**src/rtl/rsq_pkg.sv**
```systemverilog
package rsq_pkg;
  localparam int NUM_SRC = 5;

  typedef enum int {
    SRC_CORE = 0,
    SRC_CLK  = 1,
    SRC_DL   = 2,
    SRC_HOT  = 3,
    SRC_L2   = 4
  } srcIdx_e;

  typedef struct packed {
    logic               reload;
    logic               capture;
    logic [NUM_SRC-1:0] srcOneHot;
  } seqStrobe_t;
endpackage

```
**src/rtl/rsq_ctrl.sv**
```systemverilog
module rsq_ctrl
  import rsq_pkg::*;
#(
  parameter int HOLD_LEN = 32
) (
  input  logic       clk,
  input  logic       rstN,
  input  logic       coreRstStatus,
  input  logic       clkInUse,
  input  logic       dlDownExitN,
  input  logic       hotRstExitN,
  input  logic       l2ExitN,
  input  logic       cntZero,
  output seqStrobe_t strobe,
  output logic       appRst
);
  localparam int QW = $clog2(HOLD_LEN + 1);

  logic [NUM_SRC-1:0] trigVec;
  logic               anyTrig;

  always_comb begin
    trigVec           = '0;
    trigVec[SRC_CORE] = coreRstStatus;
    trigVec[SRC_CLK]  = ~clkInUse;
    trigVec[SRC_DL]   = ~dlDownExitN;
    trigVec[SRC_HOT]  = ~hotRstExitN;
    trigVec[SRC_L2]   = ~l2ExitN;
    anyTrig           = |trigVec;
    strobe.reload     = anyTrig;
    strobe.capture    = anyTrig & ~appRst;
    strobe.srcOneHot  = trigVec & (~trigVec + 1'b1);
  end

  always_ff @(posedge clk or negedge rstN) begin
    if (!rstN) appRst <= 1'b1;
    else       appRst <= anyTrig | ~cntZero;
  end

  // checker: cycles since the last trigger, saturating at HOLD_LEN
  logic [QW-1:0] quietCnt;
  always_ff @(posedge clk or negedge rstN) begin
    if (!rstN)                          quietCnt <= '0;
    else if (anyTrig)                   quietCnt <= '0;
    else if (quietCnt != QW'(HOLD_LEN)) quietCnt <= quietCnt + 1'b1;
  end

  assert_min_hold_R2: assert property (@(posedge clk) disable iff (!rstN)
    $fell(appRst) |-> quietCnt == QW'(HOLD_LEN));

  assert_dl_sets_R2: assert property (@(posedge clk) disable iff (!rstN)
    !dlDownExitN |=> appRst);
  assert_hot_sets_R3: assert property (@(posedge clk) disable iff (!rstN)
    !hotRstExitN |=> appRst);
  assert_l2_sets_R4: assert property (@(posedge clk) disable iff (!rstN)
    !l2ExitN |=> appRst);
  assert_core_follow_R5: assert property (@(posedge clk) disable iff (!rstN)
    coreRstStatus |=> appRst);
  assert_clk_hold_R6: assert property (@(posedge clk) disable iff (!rstN)
    !clkInUse |=> appRst);
  assert_reload_R7: assert property (@(posedge clk) disable iff (!rstN)
    (appRst && anyTrig) |=> (appRst && !cntZero));
endmodule

```
**src/rtl/rsq_datapath.sv**
```systemverilog
module rsq_datapath
  import rsq_pkg::*;
#(
  parameter int HOLD_LEN = 32
) (
  input  logic               clk,
  input  logic               rstN,
  input  seqStrobe_t         strobe,
  input  logic               appRst,
  input  logic [NUM_SRC-1:0] causeClr,
  output logic               cntZero,
  output logic [NUM_SRC-1:0] causeReg
);
  localparam int              CNT_W  = $clog2(HOLD_LEN);
  localparam logic [CNT_W-1:0] RELOAD = CNT_W'(HOLD_LEN - 1);

  logic [CNT_W-1:0] holdCnt;

  always_ff @(posedge clk or negedge rstN) begin
    if (!rstN)              holdCnt <= RELOAD;
    else if (strobe.reload) holdCnt <= RELOAD;
    else if (holdCnt != '0) holdCnt <= holdCnt - 1'b1;
  end

  assign cntZero = (holdCnt == '0);

  always_ff @(posedge clk or negedge rstN) begin
    if (!rstN)               causeReg <= '0;
    else if (strobe.capture) causeReg <= strobe.srcOneHot;
    else                     causeReg <= causeReg & ~causeClr;
  end

  assert_cause_onehot_R8: assert property (@(posedge clk) disable iff (!rstN)
    $onehot0(causeReg));
  assert_cause_capture_R8: assert property (@(posedge clk) disable iff (!rstN)
    strobe.capture |=> (causeReg == $past(strobe.srcOneHot) && $countones(causeReg) == 1));
  assert_cause_sticky_R9: assert property (@(posedge clk) disable iff (!rstN)
    (appRst && causeClr == '0) |=> $stable(causeReg));
  assert_cause_clear_R10: assert property (@(posedge clk) disable iff (!rstN)
    (!strobe.capture) |=> ((causeReg & $past(causeClr)) == '0));
endmodule

```
**src/rtl/app_reset_sequencer.sv**
```systemverilog
module app_reset_sequencer
  import rsq_pkg::*;
#(
  parameter int HOLD_LEN = 32
) (
  input  logic       clk,
  input  logic       rstN,
  input  logic       coreRstStatus,
  input  logic       clkInUse,
  input  logic       dlDownExitN,
  input  logic       hotRstExitN,
  input  logic       l2ExitN,
  input  logic [4:0] causeClr,
  output logic       appRst,
  output logic [4:0] causeReg
);
  // the hold must cover the minimum reset width
  if (HOLD_LEN < 32) begin : g_holdTooShort
    $error("HOLD_LEN below 32 violates R11");
  end

  seqStrobe_t strobe;
  logic       cntZero;

  rsq_ctrl #(.HOLD_LEN(HOLD_LEN)) u_ctrl (
    .clk           (clk),
    .rstN          (rstN),
    .coreRstStatus (coreRstStatus),
    .clkInUse      (clkInUse),
    .dlDownExitN   (dlDownExitN),
    .hotRstExitN   (hotRstExitN),
    .l2ExitN       (l2ExitN),
    .cntZero       (cntZero),
    .strobe        (strobe),
    .appRst        (appRst)
  );

  rsq_datapath #(.HOLD_LEN(HOLD_LEN)) u_dp (
    .clk      (clk),
    .rstN     (rstN),
    .strobe   (strobe),
    .appRst   (appRst),
    .causeClr (causeClr),
    .cntZero  (cntZero),
    .causeReg (causeReg)
  );
endmodule

```
**config.mk**
```make
export PLATFORM = sky130hd
export DESIGN_NAME = app_reset_sequencer
export DESIGN_NICKNAME = d
export VERILOG_FILES = /design/src/rtl/rsq_pkg.sv /design/src/rtl/rsq_ctrl.sv /design/src/rtl/rsq_datapath.sv /design/src/rtl/app_reset_sequencer.sv
export SDC_FILE = /design/constraint.sdc
export NUM_CORES = 1
export LEC_CHECK = 0
export BUFFER_PORTS_ARGS = -buffer_cell sky130_fd_sc_hd__buf_2
export CAP_MARGIN = 5
export CORE_UTILIZATION = 23
export DETAILED_ROUTE_END_ITERATION = 7
export PLACE_DENSITY = 0.45
export REMOVE_ABC_BUFFERS = 1
export SLEW_MARGIN = 0
export SYNTH_ARGS = -nofsm -noshare
export SYNTH_HDL_FRONTEND = slang
export SYNTH_SLANG_ARGS = --single-unit
```
**constraint.sdc**
```tcl
create_clock -name clk -period 1.5 [get_ports clk]
set_input_delay 0.45 -clock clk [delete_from_list [all_inputs] [get_ports clk]]
set_output_delay 0.45 -clock clk [all_outputs]
set_load 0.01 [all_outputs]
```
---- Word level (Yosys, flattened, before mapping) ----
Cells that the tools add are included.
storage, ports and cells
  input port bits ......................... 12
  register bits ........................... 11
  output and inout port bits .............. 6
  word-level logic and storage cells ...... 24
cells by class
  muxes and demuxes ....................... 3
  bitwise gates (word level) .............. 12
  reductions and logical operators ........ 4
  add/sub/neg operators ................... 2
operators by type and width
  operator                                          count
  two-way mux 5 bit                                 3
  AND 5 bit                                         2
  inverter 5 bit                                    2
  inverter 1 bit                                    6
  adder 5 x 1 -> 5 bit, second input constant       1
  logical NOT 5 bit                                 1
  nonzero test 5 bit                                1
  OR reduction 5 bit                                1
  subtractor 5 x 1 -> 5 bit, second input constant  1
  nonzero test 2 bit                                1
  AND 1 bit                                         1
  bitwise OR 1 bit                                  1

---- Depth between registers and ports, before layout ----
  word-level depth ........................ 5
  mapped depth ............................ 5
  depth with buffers taken out ............ 5

---- Cells and area by module ----
Synthesis repeated with hierarchy kept, for this count alone.
second synthesis, totals
  cell total of the unflattened synthesis .. 55
  area total of the unflattened synthesis .. 571.8 um^2
modules (own cells, without submodules)
  module        seq. area each (um^2)  cells each  area each (um^2)  times used
  rsq_datapath  256.5                  44          467.9             1
  rsq_ctrl      26.3                   11          103.8             1

---- Worst setup path before layout ----
Ideal clock, no wire load.
  kind .................................... flip-flop to flip-flop
  from .................................... register u_dp.holdCnt[0]
  to ...................................... register u_dp.holdCnt[1]
  data required time ...................... 1.440 ns
  buffers on the path ..................... 0
  period minus slack after synthesis ...... 1.350 ns
  arrival ................................. 1.289 ns
  setup time .............................. 0.060 ns
  setup slack ............................. 0.150 ns
  cell stages (with the launch flop) ...... 6
  cell sequence ........................... dfstp_2 > inv_1 > ha_1 > nor4b_4 > mux2_1 > nand2_1
between the ends
  word-level cells in the longest chain between the ends .. 3
  elaborated cells between the ends (all ways) .. 5
  classes of those cells .................. 1 x add/sub; 2 x mux; 2 x reduce/logical
RTL lines
  item                       line                text
  start: declaration         rsq_datapath.sv:17  logic [CNT_W-1:0] holdCnt;
  start signal: assignment   rsq_datapath.sv:22  else if (holdCnt != '0) holdCnt <= holdCnt - 1'b1;
  subtractor 5 x 1 -> 5 bit  rsq_datapath.sv:22
  two-way mux 5 bit          rsq_datapath.sv:22
  two-way mux 5 bit          rsq_datapath.sv:21  else if (strobe.reload) holdCnt <= RELOAD;
Parallel ways exist; a longest one is shown, timed or not. The select of a mux whose other input is x is not followed.
A chain may end at the register's enable or synchronous reset.

---- Worst setup path after layout ----
Ends and elaborated chain as after synthesis.

==> results.md <==
* Synthesized-area fraction occupied by adder cells at 2.29%
* Peak VDD IR at 396 uV
* Mapped cell area at 546 um^2
* Post-synthesis simple-gate area fraction at 21.1%
* Post-Syn Area per Cell at 9.92 um^2
* Synth Register Bits at 11
* Startpoint Class: register
* Initial DRC count at 13
* Comb power frac at 5.7%
* Max-Cap Viols at 0
* Reg2reg path depth at 5
* Clock latency on the worst-skew pair at 260 ps
* Routing usage on met3 at 3.64%
* Critical path's top delay family: flip-flops
* Total wire length at 1040 um
* H-tree depth at 1
* Core area at 2230 um^2
* Crit path cell chain: inv_1 > ha_1 > nor4b_4 > mux2_1 > nand2_1
* Status: finished clean
* Main synth FF type: dfstp_2
* Async set or reset register ratio after synthesis at 100%
* Met1 usage at 11.5%
* Die area at 2570 um^2
* Count leader, synth: inv_1
* Final Hold Fails at 0
* Synth cell count leaders: 8 x inv_1, 6 x dfstp_2, 5 x dfrtp_1
* Pint at 0.000415 W
* Synth area leader: dfstp_2
* Max_slew headroom at 80.2%
* Final Max Slew Viols at 0
* Final min period at 1430 ps
* Worst hold slack at 41.8 ps
* Routability congestion estimate at 0.685
* Tot GR Track Use at 9.13%
* Worst-Margin Slew at 296 ps
* Slowest library cell on the worst path: dfstp_2
* Layout Skew at 5.13 ps
* Worst-path fanout max at 5
* CTS buffer count at 3
* Crit path largest cell delay at 370 ps
* Clock power frac at 37.8%
* Hold Crit Class: in -> async
* Switching power at 0.000113 W
* Util after Layout at 31.3%
* CTS tree: done
* DR DRC count at 0
* Post-placement cell count at 98
* Initial Util at 24.4%
* First drt pass iteration count at 4
* Layout cells sized above 1 at 38.2%
* Die Wd at 50.7 um
* Xor and xnor area share after synthesis at 1.61%
* Final setup fails at 0
* Via/cell ratio at 4.35
* Via count at 452
* Rows at 17
* Fmax at 0.698 GHz
* HPWL after detailed placement at 789 um
* Post-Synthesis Cells at 55
* WP buf/inv at 1
* Total leakage power at 0.380 nW
* PortBufs at 17
* Most used routing layer: met2
* GRT Residual Overflow at 0
* Clk sinks at 11
* Vias in the first global route at 407
* Yosys cell types at 21
* Synthesis-to-layout area growth at 28.0%
* Initial antenna violation count at 0
* Largest net degree at the start of global routing at 12
* Post-synthesis sequential area ratio at 51.8%
* Net Sw Frac at 21.5%
* Sequential power share at 56.5%
* Yosys top cell area share at 28.9%
* Critical path required time at 1710 ps
* Largest family of logic cells by synthesized area: simple AND/OR/NAND/NOR gates
* Io pins at 18
* Crit end category: register
* Synth Area in Compound Gates at 14.0%
* Synth top area cells: dfstp_2 29%, dfrtp_1 23%, inv_1 5.5%
* Clock buffer depth at 2
* Setup TNS at 0 ps
* Number of diodes at 0
* Crit. path cell count at 5
* Non-Filler Instances at 104
* PD cells at 756 nW/um^2
* Synth Warn # at 0
* Register clock-pin slew on the reported worst setup and hold paths at 70 ps
* Multiplexer share of the synthesized area at 2.06%
* Nets@finish at 90
* Crit path arrival time at 1640 ps
* CP Class: reg -> reg
* ANT nets after route at 0
* Drt wl/cell at 9.95 um
* CTS Hold Bufs at 0
* Root Driver: clkbuf_4
* Die Height at 50.7 um
* Met2 Use GR at 13.6%
* Post-synth EDFFs at 0
* Final period utilization at 95.5%
* Global-route wire length before repair at 1720 um
-- flip-flops by register name (all words and copies together), names as in the netlist --
signal / flops
u_ctrl.appRst: 1
u_dp.causeReg: 5
u_dp.holdCnt: 5
-- final timing paths --
kind / end / startpoint / slack, ps
max: u_dp.holdCnt[1]$_DFFE_PN1P_ / u_dp.holdCnt[0]$_DFFE_PN1P_ / 70
min: u_dp.causeReg[1]$_DFF_PN0_ / rstN / 40
max reg2reg: u_dp.holdCnt[1]$_DFFE_PN1P_ / u_dp.holdCnt[0]$_DFFE_PN1P_ / 70
min reg2reg: u_dp.causeReg[4]$_DFF_PN0_ / u_dp.causeReg[4]$_DFF_PN0_ / 520
max in group asynchronous: u_dp.holdCnt[2]$_DFFE_PN1P_ / rstN / 1190
min in group clk: u_dp.causeReg[0]$_DFF_PN0_ / causeClr[0] / 390
-- power groups by stage --
stage / sequential [W] / combinational (W) / clock, W
after detailed placement: 0.000303 / 0.0000307 / 0
after global routing: 0.000298 / 0.0000345 / 0.000222
after global placement: 0.000303 / 0.0000301 / 0
final: 0.000298 / 0.0000301 / 0.000200
after CTS: 0.000298 / 0.0000308 / 0.000212
after floorplan: 0.000303 / 0.00000656 / 0
-- what timing repair did --
action | 4_1_cts | 5_1_grt
buffers inserted | 1 | 1
gates cloned | 0 | 0
endpoints found under the setup margin | 1 | 1
resized for setup | 0 | 0
-- layout by cell type, fill, tap and decap left out --
master / instances
clkbuf_1: 1
o32ai_1: 2
buf_4: 2
dfstp_2: 6
inv_1: 8
and3b_1: 1
ha_1: 1
nand3_1: 2
buf_2: 17
o21ai_0: 3
nor3_1: 1
mux2_1: 1
nand2b_1: 4
nand2_1: 4
xnor2_1: 1
o211ai_1: 3
nor2_1: 4
nor4b_4: 1
and3_1: 2
a31oi_1: 1
a21oi_1: 3
dfrtp_1: 5
clkbuf_4: 3
-- through the flow --
step                      setup WS (ps)  power, W  instance area [um^2]
final                              67.7  0.000528                   698
after global routing              -8.55  0.000555                   698
after CTS                          33.7  0.000541                   691
after detailed placement           43.4  0.000334                   657
after global placement             99.6  0.000333                   657
after floorplan                     150  0.000310                   537
-- layout make-up --
type	count	area [um^2]
Clock buffer	4	26.3
Timing Repair Buffer	19	100
Inverter	8	30.0
Sequential cell	11	283
Fill cell	257	1540
Multi-Input combinational cell	34	224
Tap cell	28	35.0
-- cells by family after synthesis --
logic type               count (synthesis)
AND/OR/NAND/NOR                         19
AO/OA/AOI/OAI                           12
flip-flops                              11
buffers and inverters                   10
XOR/XNOR                                 1
multiplexers                             1
adder cells (fa/ha/maj)                  1
-- layer usage --
| metal | routed length [um] | share of wire (%) |
|---|---|---|
| met4 | 12 | 1.2 |
| met3 | 34 | 3.3 |
| met2 | 500 | 48 |
| met5 | 0 | 0 |
| met1 | 488 | 47 |
(Power assumes the default switching activity.)
